## src/rtl/fbg_pkg.sv

```systemverilog
package fbg_pkg;

  // Channel kind selected by the configuration write.
  typedef enum logic {
    CH_IR   = 1'b0,
    CH_UART = 1'b1
  } chan_e;

endpackage

```

## src/rtl/fbg_cfg.sv

```systemverilog
module fbg_cfg
  import fbg_pkg::*;
#(
  parameter int INT_W = 4,
  parameter int FRAC_W = 4,
  parameter int OSR = 16,
  parameter int LEN_W = 9
) (
  input  logic              clk,
  input  logic              rst_n,
  input  logic              wr,
  input  logic              uart_in,
  input  logic [INT_W-1:0]  int_in,
  input  logic [FRAC_W-1:0] frac_in,
  output logic [FRAC_W-1:0] frac_q,
  output logic [LEN_W-1:0]  len_q,
  output logic [LEN_W-1:0]  len_d,
  output logic              err_q
);

  localparam bit OSR_POW2 = ((OSR & (OSR - 1)) == 0);
  localparam int OSR_SH = (OSR > 1) ? $clog2(OSR) : 0;

  chan_e chan_in;
  chan_e chan_q;
  logic [LEN_W-1:0] base_in;
  logic [LEN_W-1:0] scaled_in;
  logic [LEN_W-1:0] new_len;
  logic             new_err;

  assign chan_in = uart_in ? CH_UART : CH_IR;
  assign base_in = LEN_W'(int_in) + LEN_W'(1);

  // The oversampling scale is a shift when it is a power of two.
  generate
    if (OSR_POW2) begin : g_shift
      assign scaled_in = base_in << OSR_SH;
    end else begin : g_mul
      assign scaled_in = base_in * LEN_W'(OSR);
    end
  endgenerate

  assign new_len = (chan_in == CH_UART) ? scaled_in : base_in;
  assign new_err = (chan_in == CH_IR) && (int_in == '0);
  assign len_d   = wr ? new_len : len_q;

  always_ff @(posedge clk) begin
    if (!rst_n) begin
      chan_q <= CH_IR;
      frac_q <= '0;
      len_q  <= LEN_W'(1);
      err_q  <= 1'b1;
    end else if (wr) begin
      chan_q <= chan_in;
      frac_q <= frac_in;
      len_q  <= new_len;
      err_q  <= new_err;
    end
  end


  legal_len_chk: assert property (@(posedge clk) disable iff (!rst_n)
    !err_q |-> (len_q >= LEN_W'(2)));


  uart_len_chk: assert property (@(posedge clk) disable iff (!rst_n)
    (chan_q == CH_UART) |-> (len_q >= LEN_W'(OSR)));

endmodule

```

## src/rtl/fbg_phase_acc.sv

```systemverilog
module fbg_phase_acc #(
  parameter int FRAC_W = 4
) (
  input  logic              clk,
  input  logic              rst_n,
  input  logic              clear,
  input  logic              advance,
  input  logic [FRAC_W-1:0] frac,
  output logic              carry
);

  logic [FRAC_W-1:0] acc_q;
  logic [FRAC_W:0]   sum;

  assign sum   = {1'b0, acc_q} + {1'b0, frac};
  assign carry = sum[FRAC_W];

  always_ff @(posedge clk) begin
    if (!rst_n || clear) begin
      acc_q <= '0;
    end else if (advance) begin
      acc_q <= sum[FRAC_W-1:0];
    end
  end


  acc_carry_chk: assert property (@(posedge clk) disable iff (!rst_n)
    (advance && !clear && carry) |=> (acc_q < $past(acc_q)));


  acc_nocarry_chk: assert property (@(posedge clk) disable iff (!rst_n)
    (advance && !clear && !carry) |=> (acc_q >= $past(acc_q)));

endmodule

```

## src/rtl/fbg_period_cnt.sv

```systemverilog
module fbg_period_cnt #(
  parameter int LEN_W = 9
) (
  input  logic             clk,
  input  logic             rst_n,
  input  logic             hold,
  input  logic             live,
  input  logic [LEN_W-1:0] len_d,
  input  logic [LEN_W-1:0] len_q,
  input  logic             stretch,
  output logic             tick
);

  logic [LEN_W-1:0] cnt_q;

  assign tick = live && (cnt_q == '0);

  always_ff @(posedge clk) begin
    if (!rst_n) begin
      cnt_q <= '0;
    end else if (hold) begin
      cnt_q <= len_d - LEN_W'(1);
    end else if (cnt_q == '0) begin
      cnt_q <= len_q - LEN_W'(1) + LEN_W'(stretch);
    end else begin
      cnt_q <= cnt_q - LEN_W'(1);
    end
  end


  tick_single_chk: assert property (@(posedge clk) disable iff (!rst_n)
    tick |=> !tick);


  hold_quiet_chk: assert property (@(posedge clk) disable iff (!rst_n)
    hold |=> !tick);


  cnt_bound_chk: assert property (@(posedge clk) disable iff (!rst_n)
    cnt_q <= len_q);

endmodule

```

## src/rtl/frac_baud_gen.sv

```systemverilog
module frac_baud_gen
  import fbg_pkg::*;
#(
  parameter int INT_W = 4,
  parameter int FRAC_W = 4,
  parameter int OSR = 16
) (
  input  logic              clk,
  input  logic              rst_n,
  input  logic              en,
  input  logic              cfg_wr,
  input  logic              cfg_uart,
  input  logic [INT_W-1:0]  cfg_int,
  input  logic [FRAC_W-1:0] cfg_frac,
  output logic              tick,
  output logic              cfg_err
);

  localparam int MAX_LEN = (2 ** INT_W) * OSR;
  localparam int LEN_W = $clog2(MAX_LEN + 2);

  logic [FRAC_W-1:0] frac_q;
  logic [LEN_W-1:0]  len_q;
  logic [LEN_W-1:0]  len_d;
  logic              err_q;
  logic              hold;
  logic              live;
  logic              stretch;

  fbg_cfg #(
    .INT_W (INT_W),
    .FRAC_W(FRAC_W),
    .OSR   (OSR),
    .LEN_W (LEN_W)
  ) u_cfg (
    .clk    (clk),
    .rst_n  (rst_n),
    .wr     (cfg_wr),
    .uart_in(cfg_uart),
    .int_in (cfg_int),
    .frac_in(cfg_frac),
    .frac_q (frac_q),
    .len_q  (len_q),
    .len_d  (len_d),
    .err_q  (err_q)
  );

  assign live = en && !err_q;
  assign hold = cfg_wr || !live;

  fbg_phase_acc #(
    .FRAC_W(FRAC_W)
  ) u_acc (
    .clk    (clk),
    .rst_n  (rst_n),
    .clear  (hold),
    .advance(tick),
    .frac   (frac_q),
    .carry  (stretch)
  );

  fbg_period_cnt #(
    .LEN_W(LEN_W)
  ) u_cnt (
    .clk    (clk),
    .rst_n  (rst_n),
    .hold   (hold),
    .live   (live),
    .len_d  (len_d),
    .len_q  (len_q),
    .stretch(stretch),
    .tick   (tick)
  );

  assign cfg_err = err_q;


  err_quiet_chk: assert property (@(posedge clk) disable iff (!rst_n)
    cfg_err |-> !tick);


  en_quiet_chk: assert property (@(posedge clk) disable iff (!rst_n)
    !en |=> !tick);

endmodule

```

## config.mk

```make
export PLATFORM = sky130hd
export DESIGN_NAME = frac_baud_gen
export DESIGN_NICKNAME = d
export VERILOG_FILES = /design/src/rtl/fbg_pkg.sv /design/src/rtl/fbg_cfg.sv /design/src/rtl/fbg_phase_acc.sv /design/src/rtl/fbg_period_cnt.sv /design/src/rtl/frac_baud_gen.sv
export SDC_FILE = /design/constraint.sdc
export NUM_CORES = 1
export LEC_CHECK = 0
export ABC_AREA = 1
export BUFFER_PORTS_ARGS = -buffer_cell sky130_fd_sc_hd__buf_2
export CAP_MARGIN = 30
export CORE_AREA = 3 3 61 63
export CTS_CLUSTER_SIZE = 14
export DETAILED_ROUTE_END_ITERATION = 12
export DIE_AREA = 0 0 64 66
export PLACE_DENSITY = 0.76
export SYNTH_ARGS = -nofsm -noshare
export SYNTH_HDL_FRONTEND = slang
export SYNTH_SLANG_ARGS = --single-unit
export TNS_END_PERCENT = 100
```

## constraint.sdc

```tcl
create_clock -name clk -period 2.5 [get_ports clk]
set_input_delay 0.5 -clock clk [delete_from_list [all_inputs] [get_ports clk]]
set_output_delay 0.5 -clock clk [all_outputs]
set_load 0.05 [all_outputs]
```

# After elaboration in Yosys (flattened, before gate mapping)

Cells that the tools add are included.

Reductions and logical operators: 10
Mux-type cells: 5
$add $sub $neg: 6
Bitwise operators: 1

Operator list:

| kind                                             | number |
|---|---|
| 2-to-1 mux 9 bit                                 | 4 |
| subtractor 9 x 1 -> 9 bit, second input constant | 3 |
| adder 9 x 1 -> 9 bit                             | 1 |
| logical NOT 9 bit                                | 1 |
| adder 4 x 1 -> 5 bit, second input constant      | 1 |
| adder 4 x 4 -> 5 bit                             | 1 |
| logical NOT 4 bit                                | 1 |
| logical AND 1 bit                                | 3 |
| logical NOT 1 bit                                | 3 |
| logical OR 1 bit                                 | 2 |
| 2-to-1 mux 1 bit                                 | 1 |
| NOT 1 bit                                        | 1 |

Output and inout bits: 2
Register bits after elaboration: 27
Input bits: 13
Word-level logic and storage cells: 27

# Logic depth before layout (Yosys ltp)

Gate-level depths: netlist of the first run.

Word-level depth: 5
Gate-level depth with buffers: 16
Gate-level depth less buffers: 16

# By module

From an unflattened synthesis of the first run, not the netlist that was laid out.

Cells, all modules: 302
Area, all modules: 1,920.6 um^2

Modules (own cells, without submodules):

| module         | cells an instance | area an instance (um^2) | times used | seq. area each (um^2) |
|---|---|---|---|---|
| fbg_period_cnt | 169               | 962.2                   | 1          | 180.2 |
| fbg_cfg        | 85                | 635.6                   | 1          | 280.3 |
| fbg_phase_acc  | 43                | 300.3                   | 1          | 80.1 |
| frac_baud_gen  | 5                 | 22.5                    | 1          | 0.0 |

# Worst setup path after synthesis of the first run

No wires, ideal clock.

Kind: reg2reg
From: register u_cfg.frac_q[0]
To: register u_cnt.cnt_q[8]
Slack: 0.362 ns
Buffers on the path: 0
Period minus slack after synthesis: 2.138 ns
Setup time: 0.109 ns
Stages on the path, launching flop included: 15
Arrival time: 2.029 ns
Data required time: 2.391 ns
Cell sequence: dfxtp_1 ha_1 inv_1 fa_1 o21ai_0 a21oi_1 ha_1 ha_1 nand3_1 nor2_1 xor2_1 nand2_1 a31oi_1 nand2_1 inv_1

Longest elaborated chain between the ends: 4

RTL lines:

| what                     | RTL line             | source |
|---|---|---|
| start: declaration       | fbg_cfg.sv:15        | `output logic [FRAC_W-1:0] frac_q,` |
| start signal: assignment | fbg_cfg.sv:55        | `frac_q <= frac_in;` |
| adder 4 x 4 -> 5 bit     | fbg_phase_acc.sv:15  | `assign sum = {1'b0, acc_q} + {1'b0, frac};` |
| adder 9 x 1 -> 9 bit     | fbg_period_cnt.sv:24 | `cnt_q <= len_q - LEN_W'(1) + LEN_W'(stretch);` |
| 2-to-1 mux 9 bit         | fbg_period_cnt.sv:23 | `end else if (cnt_q == '0) begin` |
| 2-to-1 mux 9 bit         | fbg_period_cnt.sv:21 | `end else if (hold) begin` |
| end signal: assignment   | fbg_period_cnt.sv:22 | `cnt_q <= len_d - LEN_W'(1);` |
| end signal: assignment   | fbg_period_cnt.sv:24 |  |
| end signal: assignment   | fbg_period_cnt.sv:26 | `cnt_q <= cnt_q - LEN_W'(1);` |
| end: declaration         | fbg_period_cnt.sv:14 | `logic [LEN_W-1:0] cnt_q;` |

Every way passes these cells.
A chain may end at the register's enable or synchronous reset.

# Worst setup path after layout of the first run

From: register u_cnt.cnt_q[0]
To: output port tick

Longest elaborated chain between the ends: 2

RTL lines:

| what              | RTL line             | source |
|---|---|---|
| logical NOT 9 bit | fbg_period_cnt.sv:16 | `assign tick = live && (cnt_q == '0);` |
| logical AND 1 bit | fbg_period_cnt.sv:16 |  |
| end: declaration  | frac_baud_gen.sv:15  | `output logic tick,` |

Every way passes these cells.

==> results of run 1 <==
repair_timing:
action / 4_1_cts / 5_1_grt
setup endpoints to repair: 0 / 2
hold endpoints to repair: 0 / 0
resized for setup: 0 / 3
buffers inserted: 0 / 0
power by group:
part | internal [mW] | leakage, nW | switching (mW) | total (mW)
Sequential | 0.459 | 0.222 | 0.0214 | 0.481
Combinational | 0.112 | 0.704 | 0.202 | 0.314
Clock | 0.0610 | 0.0139 | 0.137 | 0.198
Total | 0.632 | 0.941 | 0.360 | 0.993
cell type report:
type                       count  area [µm²]
multi-input combinational    190        1130
inverter                      45         176
timing repair buffer          15        80.1
fill                         316        1260
sequential                    27         542
tap                           46        57.6
clock inverter                 1        7.51
clock buffer                   3        22.5
state kept, by name, indices dropped and copies added, names as in the netlist:
signal / cells
u_acc.acc_q: 4
u_cfg.frac_q: 4
u_cfg.len_q: 9
u_cfg.err_q: 1
u_cnt.cnt_q: 9
routing by layer:
| layer | up-vias | GRT usage | share of wire |
|---|---|---|---|
| met2 | 24 | 0.298 | 0.42 |
| met4 | 0 | 0.0404 | 0.010 |
| li1 | 883 | - | - |
| met3 | 4 | 0.0255 | 0.036 |
| met1 | 712 | 0.286 | 0.53 |
| met5 | - | 0 | 0 |
synth_stat cells:
master    count
a21oi_1      14
a21oi_4       1
a22oi_1       1
a31oi_1       1
buf_6         2
clkbuf_1      2
dfxtp_1      27
fa_1          1
ha_1         10
inv_1        36
inv_2         7
inv_4         1
inv_6         1
nand2_1      43
nand2_2       3
nand2_4       2
nand3_1      28
nand3_2       2
nand4_1       5
nand4_4       1
nor2_1       31
nor2_2        5
nor2_4        5
nor3_4        3
o211ai_1      2
o21ai_0      16
o21ai_1       3
o22ai_1       1
xnor2_1       1
xor2_1       11
worst register-to-register path, stage by stage (launching register included):
cell and delay (ps):
dfxtp_1 370, ha_1 160, inv_1 50, fa_1 390, o21ai_0 180, a21oi_1 80
ha_1 200, ha_1 220, nand3_1 130, nor2_1 70, xor2_1 120, nand2_1 60
a31oi_1 140, nand2_1 60, inv_1 40
cell families after synthesis:
family | count (synthesis) | synth area share
buffers and inverters | 49 | 0.110
DFF | 27 | 0.287
adders and majority gates | 11 | 0.0771
xor gates and xnor gates | 12 | 0.0559
and+or+nand+nor | 128 | 0.355
AOI/OAI and AO/OA | 39 | 0.115
through the flow:
step / utilization / setup slack (ps) / hold WS (ps) / area, µm²
floorplan: - / 362 / 469 / 1880
global placement: 0.605 / 268 / 485 / 1990
detailed placement: 0.605 / 217 / 496 / 1990
CTS: 0.614 / 60.7 / 379 / 2020
global route: 0.615 / 5.37 / 382 / 2020
finish: 0.615 / 141 / 377 / 2020
worst min path at each step:
stage,start,endpoint,slack [ps]
2_1_floorplan,u_acc.acc_q[0],u_acc.acc_q[0],470
3_3_place_gp,u_acc.acc_q[0],u_acc.acc_q[0],490
3_5_place_dp,u_acc.acc_q[0],u_acc.acc_q[0],500
4_1_cts,cfg_frac[0],u_cfg.frac_q[0],380
5_1_grt,cfg_frac[0],u_cfg.frac_q[0],380
6_report,cfg_frac[2],u_cfg.frac_q[2],380
==> impl_metrics.yaml, run 1 <==
outcome:
  outcome: "completed"
worst_setup_path:
  crit_path_max_incr_delay_ps: 330
  cp_common_cell: "nor2_4"
  cp.depth: 9
  path_max_fanout: 7
  crit_family: "simple AND/OR/NAND/NOR gates"
  cp-start-kind: "flip-flop"
  r2r-start: "u_acc.acc_q[0]"
  crit_end: "tick"
  path_cells: "inv_1 -> ha_1 -> nand2_2 -> nor2_4 -> inv_2 -> nor2_4 -> nand2_4 -> nor3_4 -> buf_4"
  critPathKind: "flip-flop to primary output"
  end_kind: "primary output"
  regToRegEndpoint: "u_cnt.cnt_q[8]"
  crit_required_ps: 2000
  cp_data_arrival_time_ps: 1860
  critPathBufInv: 3
  critPathSlowestCell: "dfxtp_1"
  r2r_slack_ps: 170
  ff2ff_path_depth: 14
  worstSetupStartpoint: "u_cnt.cnt_q[0]"
clock_network:
  clk_latency_ps: 330
  cts_buffers: 3
  htreeDepth: 1
  cts_tree: "done"
  hold_buffers: 0
  clock-sinks: 27
  root_buffer: "clkbuf_4"
  cts.clk_slew.worst_paths_ps: 160
  clock_path_buffers: 2
detailed_routing:
  wl_um: 3770
  drtIter0Drc: 56
  drtPass1Iterations: 6
  vias_per_cell: 4.96
  vias: 1623
  antenna_left: 0
  drc_errors: 0
  wl_per_cell_um: 11.5
die:
  coreArea_mm2: 0.00328
  start_util: 0.573
  fp.dieW_um: 64
  ioPinCount: 15
  dieArea_mm2: 0.00422
  die_height_um: 66
  fp-row-count: 21
synth:
  yosys.area.top_type_share: 0.287
  yosysWarnings: 0
  netlist_area_mm2: 0.00188
  ys_ff_latch: 27
  synth_fp_nets: 290
  synth.top_cells.by_area: "dfxtp_1, nand2_1, nand3_1"
  ys_seq_area_frac: 0.287
  synth_cell_types: 30
  yosysTopAreaCell: "dfxtp_1"
  synth_cells: 266
  synth_area_per_cell_um2: 7.07
global_routing:
  antenna_found_initial: 0
  grt_pass1_vias: 1391
  gr-total-overflow: 0
  grt_use_total: 0.193
  grt_pass1_wl_um: 6470
  grt_start_max_net_pins: 17
sta:
  post-route-period-util: 0.944
  finalMaxSlewViolations: 0
  tightestPinTransition_ps: 521
  max_freq_ghz: 0.424
  setup_violations: 0
  rsz0062_at_grt: "false"
  hold_violations: 0
  setup_tns_ps: 0
  period_minus_slack_ps: 2360
  clock_skew_ps: 16.1
  relSlewSlack: 0.652
finish:
  layout_commonest_cell: "nand2_1"
  area_delta_synth_final_pct: 7.38
  layout.cells.non_filler: 327
  drive_gt1_frac: 0.181
  layout.cells.most_common_list: "nand2_1, inv_1, nor2_1"
  nNetsFinal: 306
  antenna_cells: 0
power:
  p_total_mw: 0.993
  leakage_nw: 0.941
  p_per_area_mw_per_mm2: 491
  ir_worst_vdd_uv: 268
worst_hold_path:
  hold_path.class: "input pin to flip-flop"
  hold_path_depth: 3
placed_design:
  port_buffers: 14
  post-place-cells: 323
  place_congestion: 0.868
  dp_hpwl_um: 2990
flow_run:
  maxCapViolCount: 0
Power figures use the tool's default switching activity.
==> inputs of run 2 (changes only) <==
CELL_PAD_IN_SITES_DETAIL_PLACEMENT = 1   (was default)
CELL_PAD_IN_SITES_GLOBAL_PLACEMENT = 2   (was default)
CORE_AREA = 3 3 79 81   (was 3 3 61 63)
CTS_CLUSTER_SIZE = default   (was 14)
DIE_AREA = 0 0 82 84   (was 0 0 64 66)
PLACE_DENSITY = default   (was 0.76)
PLACE_DENSITY_LB_ADDON = 0.1   (was default)
==> run 2 against run 1 <==
Compared with the run above:
- setup slack gained 49 ps
- die area grew 63%
- total power up 6.5%
- final area rose by 3.3%
- non-clock buffer count is 1 higher
- clock power increased by 27%
- largest power group unchanged
- clock-buffer cell count grew 1
- cell count grew 8.3%
- critical path type unchanged
- sequential share of layout area is 0.85 points lower
- wire length increased by 23%
- first-iteration DRC count decreased by 5.4%
- flip-flop and latch count is the same
==> impl_metrics.yaml, run 2 (same netlist as run 1, synthesis figures left out) <==
clock_network:
  cts_buffers: 3
  htreeDepth: 1
  root_buffer: "clkbuf_8"
  clk_latency_ps: 270
  clock_path_buffers: 2
  clock-sinks: 27
  cts_tree: "done"
  cts.clk_slew.worst_paths_ps: 90
finish:
  fin_area_mm2: 0.00209
  reg_top3: "u_cfg.len_q (9), u_cnt.cnt_q (9)"
  antenna_cells: 0
  area_delta_synth_final_pct: 10.9
  layout.cells.non_filler: 354
  drive_gt1_frac: 0.191
  utilization: 0.377
  layout.cells.most_common_list: "nand2_1, inv_1, nor2_1"
  layout_commonest_cell: "nand2_1"
  nNetsFinal: 307
die:
  ioPinCount: 15
  fp.dieW_um: 82
  coreArea_mm2: 0.00554
  fp-row-count: 27
  die_height_um: 84
  dieArea_mm2: 0.00689
  start_util: 0.340
placed_design:
  pre_cts_ws_ps: 119
  placed_area_mm2: 0.00203
  post-place-cells: 350
  place_congestion: 0.767
  dp_hpwl_um: 3770
  port_buffers: 14
worst_setup_path:
  critPathKind: "flip-flop to primary output"
  cp_common_cell: "nor2_4"
  crit_family: "simple AND/OR/NAND/NOR gates"
  cp_data_arrival_time_ps: 1810
  end_kind: "primary output"
  critPathBufInv: 3
  path_cells: "inv_1 -> ha_1 -> nand2_2 -> nor2_4 -> inv_2 -> nor2_4 -> nand2_4 -> nor3_4 -> clkbuf_4"
  crit_required_ps: 2000
  critPathSlowestCell: "dfxtp_1"
  path_max_fanout: 7
  crit_path_max_incr_delay_ps: 310
  cp-start-kind: "flip-flop"
power:
  p_total_mw: 1.06
  p_int_mw: 0.687
  switching_power_mw: 0.370
  ir_worst_vdd_uv: 204
  p_sw_frac: 0.350
  p_per_area_mw_per_mm2: 506
  p_clk_frac: 0.238
  power_frac_seq: 0.454
  pwr-share-comb: 0.308
  leakage_nw: 0.955
global_routing:
  grt_pass1_wl_um: 8270
  grt_pass1_vias: 1665
  grt_start_max_net_pins: 16
  antenna_found_initial: 0
  gr-total-overflow: 0
  grt_use_total: 0.153
sta:
  tightestPinTransition_ps: 552
  finalMaxSlewViolations: 0
  setup_tns_ps: 0
  max_freq_ghz: 0.433
  post-route-period-util: 0.924
  setup_violations: 0
  clock_skew_ps: 3.67
  relSlewSlack: 0.631
  period_minus_slack_ps: 2310
  worst_slack_ps: 190
  holdWs_ps: 446
  rsz0062_at_grt: "false"
  hold_violations: 0
detailed_routing:
  wl_um: 4630
  vias: 1637
  wl_per_cell_um: 13.1
  vias_per_cell: 4.62
  antenna_left: 0
  drc_errors: 0
  drtPass1Iterations: 4
  drtIter0Drc: 53
flow_run:
  maxCapViolCount: 0
outcome:
  outcome: "completed"
worst_hold_path:
  hold_path.class: "input pin to flip-flop"
## run 2: cell type report
cell class	count	area, µm²
flip-flops and latches	27	542
repair buffers	16	87.6
clock buffers	4	45.0
multi-input cells	190	1150
inverters	45	176
fillers	739	3450
well taps	72	90.1
## run 2: worst paths after layout
kind	start	end	slack, ps	cells after the start
max	u_cnt.cnt_q[0]	tick	190	9
min	cfg_frac[3]	u_cfg.frac_q[3]	450	3
min reg2reg	u_acc.acc_q[1]	u_acc.acc_q[1]	520	2
max reg2reg	u_acc.acc_q[0]	u_cnt.cnt_q[6]	230	13
## run 2: what timing repair did
action                                  CTS  global route
hold endpoints to repair                  0             0
endpoints found under the setup margin    0             4
hold buffers                              0             0
buffers inserted                          0             0
resized for setup                         0             6
## run 2: power groups by stage
stage	combinational, mW	sequential (mW)	clock (mW)
final	0.326	0.480	0.252
after detailed placement	0.327	0.490	0
after CTS	0.330	0.480	0.268
after global placement	0.329	0.490	0
after floorplan	0.250	0.489	0
after global routing	0.377	0.483	0.282
## run 2: tightest hold or removal path, cell delays in order
cell    delay [ps]
buf_2           80
nor2_1          30
nor2_1          80
## run 2: per-layer routing
| layer | global-route usage | share of wire | vias to the layer above | routed length, µm |
|---|---|---|---|---|
| met5 | 0 | 0 | - | 0 |
| li1 | - | - | 894 | - |
| met3 | 0.0259 | 0.021 | 2 | 99 |
| met1 | 0.231 | 0.54 | 730 | 2500 |
| met2 | 0.228 | 0.43 | 11 | 2010 |
| met4 | 0.0227 | 0.0056 | 0 | 26 |
==> inputs of run 3 (changes only) <==
CORE_AREA = 3 3 67 95   (was 3 3 79 81)
DIE_AREA = 0 0 70 98   (was 0 0 82 84)
==> run 3 against run 2 <==
Compared with the run above:
- cell count down 1.4%
- highest routed layer unchanged
- wire length up 10%
- sequential share of layout area up 0.11 points
- largest power group unchanged
- largest cell class unchanged
- global-route usage up 1.3 points
==> impl_metrics.yaml, run 3 (same netlist as run 1, synthesis figures left out) <==
outcome:
  outcome: "completed"
sta:
  setup_tns_ps: 0
  clock_skew_ps: 2.43
  hold_violations: 0
  tightestPinTransition_ps: 548
  period_minus_slack_ps: 2310
  post-route-period-util: 0.924
  setup_violations: 0
  finalMaxSlewViolations: 0
  relSlewSlack: 0.634
  rsz0062_at_grt: "false"
  max_freq_ghz: 0.433
global_routing:
  grt_pass1_wl_um: 9070
  grt_start_max_net_pins: 17
  gr-total-overflow: 0
  antenna_found_initial: 0
  grt_pass1_vias: 1864
  grt_use_total: 0.165
placed_design:
  place_congestion: 0.800
  port_buffers: 14
  dp_hpwl_um: 4290
  placed_area_mm2: 0.00201
clock_network:
  cts_buffers: 3
  cts_tree: "done"
  hold_buffers: 0
  clock_path_buffers: 2
  clk_latency_ps: 280
  htreeDepth: 1
  root_buffer: "clkbuf_8"
  cts.clk_slew.worst_paths_ps: 100
  cts_resized: 0
  post_cts_buffers: 0
  clock-sinks: 27
power:
  leakage_nw: 0.948
  p_per_area_mw_per_mm2: 522
  ir_worst_vdd_uv: 217
die:
  fp.dieW_um: 70
  dieArea_mm2: 0.00686
  coreArea_mm2: 0.00553
  fp-row-count: 32
  ioPinCount: 15
  start_util: 0.341
  die_height_um: 98
finish:
  antenna_cells: 0
  layout.cells.most_common_list: "nand2_1, inv_1, nor2_1"
  layout_commonest_cell: "nand2_1"
  area_delta_synth_final_pct: 10.2
  drive_gt1_frac: 0.185
  reg_top3: "u_cfg.len_q (9), u_cnt.cnt_q (9)"
  nFillCells: 732
  fin_area_mm2: 0.00207
  nNetsFinal: 306
worst_setup_path:
  regToRegEndpoint: "u_cnt.cnt_q[6]"
  worstSetupStartpoint: "u_cnt.cnt_q[0]"
  cp-start-kind: "flip-flop"
  r2r_slack_ps: 220
  end_kind: "primary output"
  crit_required_ps: 2000
  cp_data_arrival_time_ps: 1810
  crit_end: "tick"
  ff2ff_path_depth: 13
  path_max_fanout: 7
  critPathKind: "flip-flop to primary output"
  r2r-start: "u_cfg.frac_q[0]"
detailed_routing:
  drtPass1Iterations: 4
  drtIter0Drc: 31
  drc_errors: 0
  antenna_left: 0
  wl_per_cell_um: 14.7
  wl_um: 5120
  vias_per_cell: 4.83
  vias: 1687
flow_run:
  maxCapViolCount: 0
worst_hold_path:
  hold_path.class: "input pin to flip-flop"
run 3: changes by cell type in the layout (fill, tap and decap cells not counted):
cell and delta:
a21oi_1 +1, a21oi_2 -1, clkbuf_1 -1, clkbuf_4 -1, clkinvlp_4 +1, dfxtp_1 +1, dfxtp_2 -1
run 3: critical path: stages, from the launching register on:
cell	delay, ps
dfxtp_1	310
inv_1	120
ha_1	210
nand2_2	80
nor2_4	140
inv_2	90
nor2_4	120
nand2_4	90
nor3_4	140
buf_4	220
run 3: metal layers:
metal  wire, µm  up-vias  GRT usage  part of all wire
li1           -      884          -                 -
met5          0        -          0                 0
met2       2820       16      0.323              0.55
met1       2130      781      0.180              0.42
met4         78        0     0.0516             0.015
met3         91        6     0.0196             0.018
run 3: final cells by class:
cell class | count | area [µm²] | area share
multi-input combinational | 190 | 1140 | 0.551
sequential | 27 | 541 | 0.261
inverter | 45 | 176 | 0.0851
tap | 68 | 85.1 | 0.0410
timing repair buffer | 15 | 80.1 | 0.0386
clock buffer | 3 | 41.3 | 0.0199
clock inverter | 1 | 7.51 | 0.00362
run 3: worst min path at each step:
stage / start / end / slack (ps) / cells after the start
4_1_cts: cfg_frac[2] / u_cfg.frac_q[2] / 430 / 3
6_report: cfg_frac[2] / u_cfg.frac_q[2] / 430 / 3
3_5_place_dp: u_acc.acc_q[0] / u_acc.acc_q[0] / 490 / 2
3_3_place_gp: u_acc.acc_q[0] / u_acc.acc_q[0] / 490 / 2
5_1_grt: cfg_frac[3] / u_cfg.frac_q[3] / 460 / 3
2_1_floorplan: u_acc.acc_q[0] / u_acc.acc_q[0] / 470 / 2
run 3: power breakdown:
part | leakage, nW | switching, mW | internal [mW]
registers | 0.222 | 0.0228 | 0.458
clock network | 0.0217 | 0.158 | 0.114
logic | 0.705 | 0.216 | 0.114
run 3: metrics by stage:
step                      std cells  total power, mW  hold slack (ps)  setup WS [ps]   util
after CTS                       349             1.10              426           73.9  0.373
after floorplan                 266            0.739              469            362      -
after detailed placement        345            0.826              493            140  0.365
final                           349             1.08              433            189  0.375
after global placement          345            0.823              489            183  0.365
after global routing            349             1.17              461           4.19  0.375
